<file path="src/rtl/frac_baud_gen.sv">
module frac_baud_gen #(
  parameter int INT_W  = 16,
  parameter int FRAC_W = 6,
  parameter int LCR_W  = 8,
  parameter int OSR    = 16
) (
  input  logic             clk,
  input  logic             rst_n,
  input  logic             wr_en,
  input  logic [1:0]       wr_sel,
  input  logic [INT_W-1:0] wr_data,
  output logic             tick16,
  output logic             tick_bit,
  output logic [LCR_W-1:0] line_cfg
);
  localparam int SUB_W = $clog2(OSR);
  localparam int CNT_W = INT_W + 1;

  logic [INT_W-1:0]  stg_int, work_int;
  logic [FRAC_W-1:0] stg_frac, work_frac, acc;
  logic [FRAC_W:0]   acc_sum;
  logic              extra;
  logic [CNT_W-1:0]  cnt, lim;
  logic [SUB_W-1:0]  sub;

  wire latch_wr = wr_en && (wr_sel == 2'd2);
  wire run      = |work_int;

  assign acc_sum  = {1'b0, acc} + {1'b0, work_frac};
  assign lim      = {1'b0, work_int} + CNT_W'(extra) - CNT_W'(1);
  assign tick16   = run && (cnt == lim);
  assign tick_bit = tick16 && (sub == SUB_W'(OSR - 1));

  always_ff @(posedge clk) begin
    if (!rst_n) begin
      stg_int  <= '0;
      stg_frac <= '0;
    end else if (wr_en) begin
      if (wr_sel == 2'd0) stg_int  <= wr_data;
      if (wr_sel == 2'd1) stg_frac <= wr_data[FRAC_W-1:0];
    end
  end

  always_ff @(posedge clk) begin
    if (!rst_n) begin
      work_int  <= '0;
      work_frac <= '0;
      line_cfg  <= '0;
    end else if (latch_wr) begin
      work_int  <= stg_int;
      work_frac <= stg_frac;
      line_cfg  <= wr_data[LCR_W-1:0];
    end
  end

  always_ff @(posedge clk) begin
    if (!rst_n || latch_wr) begin
      cnt   <= '0;
      acc   <= '0;
      extra <= 1'b0;
      sub   <= '0;
    end else if (tick16) begin
      cnt   <= '0;
      acc   <= acc_sum[FRAC_W-1:0];
      extra <= acc_sum[FRAC_W];
      sub   <= (sub == SUB_W'(OSR - 1)) ? '0 : sub + SUB_W'(1);
    end else if (run) begin
      cnt   <= cnt + CNT_W'(1);
    end
  end
endmodule

</file>
<file path="config.mk">
export PLATFORM = sky130hd
export DESIGN_NAME = frac_baud_gen
export DESIGN_NICKNAME = d
export VERILOG_FILES = /design/src/rtl/frac_baud_gen.sv
export SDC_FILE = /design/constraint.sdc
export NUM_CORES = 1
export LEC_CHECK = 0
export BUFFER_PORTS_ARGS = -buffer_cell sky130_fd_sc_hd__buf_2
export CAP_MARGIN = 20
export CORE_MARGIN = 4
export CORE_UTILIZATION = 38
export DETAILED_ROUTE_END_ITERATION = 8
export PLACE_DENSITY = 0.62
export RECOVER_POWER = 50
export SYNTH_ARGS = -nofsm -noshare
export SYNTH_HDL_FRONTEND = slang
export SYNTH_SLANG_ARGS = --single-unit
</file>
<file path="constraint.sdc">
create_clock -name clk -period 3.8 [get_ports clk]
set_input_delay 0.76 -clock clk [delete_from_list [all_inputs] [get_ports clk]]
set_output_delay 0.76 -clock clk [all_outputs]
set_load 0.05 [all_outputs]
</file>
==> impl_metrics.csv <==
group,metric,value,unit
timing,slew_viol_final,50,
global_route,grt_pass1_wl,14.7,mm
logic_synthesis,yosys.area.top_type,"dfxtp_1",
drt,vias,3228,
logic_synthesis,ys_seq_elements,80,
logic_synthesis,synth_cell_types,59,
clock_network,path_clk_slew,0.08,ns
layout,area_growth,9.72,%
pwr,power_density,360,mW/mm²
pwr,leakage,1.71,nW
critical_path,crit_arrival,2.82,ns
clock_network,hold_buffers,0,
drt,drtAntennaViolNets,0,
logic_synthesis,synthesis.area,0.00417,mm²
drt,dr.pass1.iters,4,
timing,fmax,279,MHz
clock_network,cts_root_buf,"clkbuf_8",
drt,first_iter_violations,116,
drt,wire_per_inst,13.7,µm
timing,worst_slew_pin_slew,1.79,ns
drt,wirelength,8.78,mm
layout,multi_input_area,0.00236,mm²
clock_network,cts.sinks,80,
floorplan,start_util,0.397,
timing,clock_skew,0.00542,ns
logic_synthesis,synth_top_area_frac,0.384,
floorplan,die_h,113,µm
floorplan,core.rowCount,37,
logic_synthesis,synth.area.top_cells,"dfxtp_1, nand2_1, a21boi_0",
drt,viasPerCell,5.04,
logic_synthesis,postSynthAreaPerCell,8.60,µm²
critical_path,path_class,"flop to output port",
timing,tns,0,ns
timing,setup_viol,0,
logic_synthesis,synth_fp_nets,517,
clock_network,cts_buffers,9,
global_route,antenna_found_initial,0,
logic_synthesis,ys_seq_area_frac,0.384,
layout,nNetsFinal,534,
global_route,grt_util_all_layers,0.141,
floorplan,core,0.0105,mm²
layout,final_cell_area,0.00457,mm²
timing,hold_violations,0,
place,place.detailed.hpwl,6.29,mm
global_route,grt_pass1_vias,3086,
floorplan,fp.dieW,113,µm
logic_synthesis,netlist_instances,485,
critical_path,start_kind,"flop",
logic_synthesis,synth_edf_count,0,
logic_synthesis,ys_warn_count,0,
floorplan,dieArea,0.0127,mm²
layout,drive_gt1_frac,0.135,
floorplan,io_pins,31,
pwr,vdd_drop_max,0.203,mV
layout,diodes,0,
clock_network,clk_latency,0.35,ns
min_path,min_path_type,"flop to flop",
logic_synthesis,synth-main-ff-cell,"dfxtp_1",
timing,fin_crit,3.58,ns
place,placed_cell_area,0.00436,mm²
timing,fin_crit_sh,0.942,
layout,fillers,1039,
clock_network,h-tree-depth,3,
layout,regArea,0.00160,mm²
place,io_buffer_count,30,
timing,rsz0062_at_grt,"no",
critical_path,required,3.04,ns
clock_network,cts_tree,"done",
clock_network,clockBufferDepth,2,
logic_synthesis,ys_async_sr_fraction,0,
drt,drc,0,
critical_path,endpoint_kind,"output port",
global_route,grt_overflow,0,
timing,max-slew-margin-rel,-0.192,
status,violations,"capacitance limit, slew limit",
global_route,grt_max_degree,55,
place,gp_congestion,0.826,
critical_path,critPathMaxFanout,5,
status,status,"finished, violations left",
flow_run,drv_cap,2,
[synthesized netlist by cell type (8+ instances only)]
library cell	count
mux2i_1	8
and3_1	11
nand2_1	108
o21ai_0	8
nor2_1	18
nand3_1	18
xnor2_1	24
inv_1	12
ha_1	10
nor2_4	10
dfxtp_1	80
xor2_1	19
clkbuf_1	19
a21boi_0	48
[logic make-up (layout without fill, tap and decap cells)]
kind of cell | after synthesis | after routing | synth area share
simple gates | 219 | 219 | 0.275
compound gates | 82 | 82 | 0.143
flops | 80 | 80 | 0.384
xor+xnor | 43 | 43 | 0.0903
buf+inv | 42 | 62 | 0.0528
fa+ha+maj | 11 | 11 | 0.0348
mux | 8 | 8 | 0.0192
[state kept, by name, summed over array words and instances, names as in the netlist]
register / count
acc: 6
cnt: 17
extra: 1
line_cfg: 8
stg_frac: 6
stg_int: 16
sub: 4
work_frac: 6
work_int: 16
[area by class of cell]
| type | instances | area share |
|---|---|---|
| inverter | 12 | 0.00985 |
| tap | 136 | 0.0372 |
| timing repair buffer | 36 | 0.0410 |
| clock inverter | 5 | 0.0181 |
| clock buffer | 9 | 0.0271 |
| sequential | 80 | 0.350 |
| multi-input combinational | 363 | 0.517 |
[repair_timing]
| action | CTS | global route |
|---|---|---|
| endpoints found under the setup margin | 0 | 2 |
| setup buffers | 0 | 1 |
| resized for setup | 0 | 7 |
[layout by cell type (no fill, tap or decap), drive strengths merged, types with 8 or more instances in the layout]
| cell | n |
|---|---|
| and3 | 11 |
| nor2 | 28 |
| xnor2 | 24 |
| buf | 28 |
| o21ai | 9 |
| nand3 | 18 |
| mux2i | 8 |
| nand2 | 108 |
| clkbuf | 17 |
| inv | 13 |
| dfxtp | 80 |
| ha | 10 |
| xor2 | 19 |
| a21boi | 48 |
[through the flow]
step                utilization  cells  total power, mW  setup WS [ns]  hold slack [ns]
finish                    0.435    641             1.65          0.219            0.461
global route              0.435    641             1.72        0.00309            0.487
CTS                       0.434    640             1.68         0.0482            0.460
detailed placement        0.415    626            0.996          0.453            0.450
global placement          0.415    626            0.993          0.546            0.440
floorplan                     -    485            0.964          0.360            0.432
[metal layers]
layer  GRT usage  vias to the layer above  wire [µm]
met5           0                        -          0
met4      0.0481                        0        170
met3      0.0385                       13        301
met2       0.221                       56       3910
met1       0.187                     1480       4400
li1            -                     1679          -
[where the power goes]
| group | switching [mW] | internal (mW) |
|---|---|---|
| combinational | 0.0710 | 0.0436 |
| sequential | 0.00908 | 0.851 |
| clock | 0.308 | 0.365 |
| total | 0.388 | 1.26 |
[worst max-delay path: stages, from the launching register on]
cell	delay, ns
dfxtp_1	0.34
inv_1	0.06
ha_1	0.20
or4b_4	0.52
or3_1	0.42
o32ai_2	0.25
nor2_1	0.12
nor2_2	0.14
nand2_1	0.10
nor2_1	0.12
buf_4	0.21
[final timing paths]
path | startpoint | to | slack (ns) | cells after the start
setup / recovery | work_int[0]$_SDFFE_PN0P_ | tick_bit | 0.22 | 10
hold / removal | stg_int[6]$_SDFFE_PN0P_ | work_int[6]$_SDFFE_PN0P_ | 0.46 | 2
setup reg to reg | work_int[0]$_SDFFE_PN0P_ | cnt[1]$_SDFFE_PP0P_ | 0.73 | 11
hold reg to reg | stg_int[6]$_SDFFE_PN0P_ | work_int[6]$_SDFFE_PN0P_ | 0.46 | 2
Power figures use the tool's default switching activity.
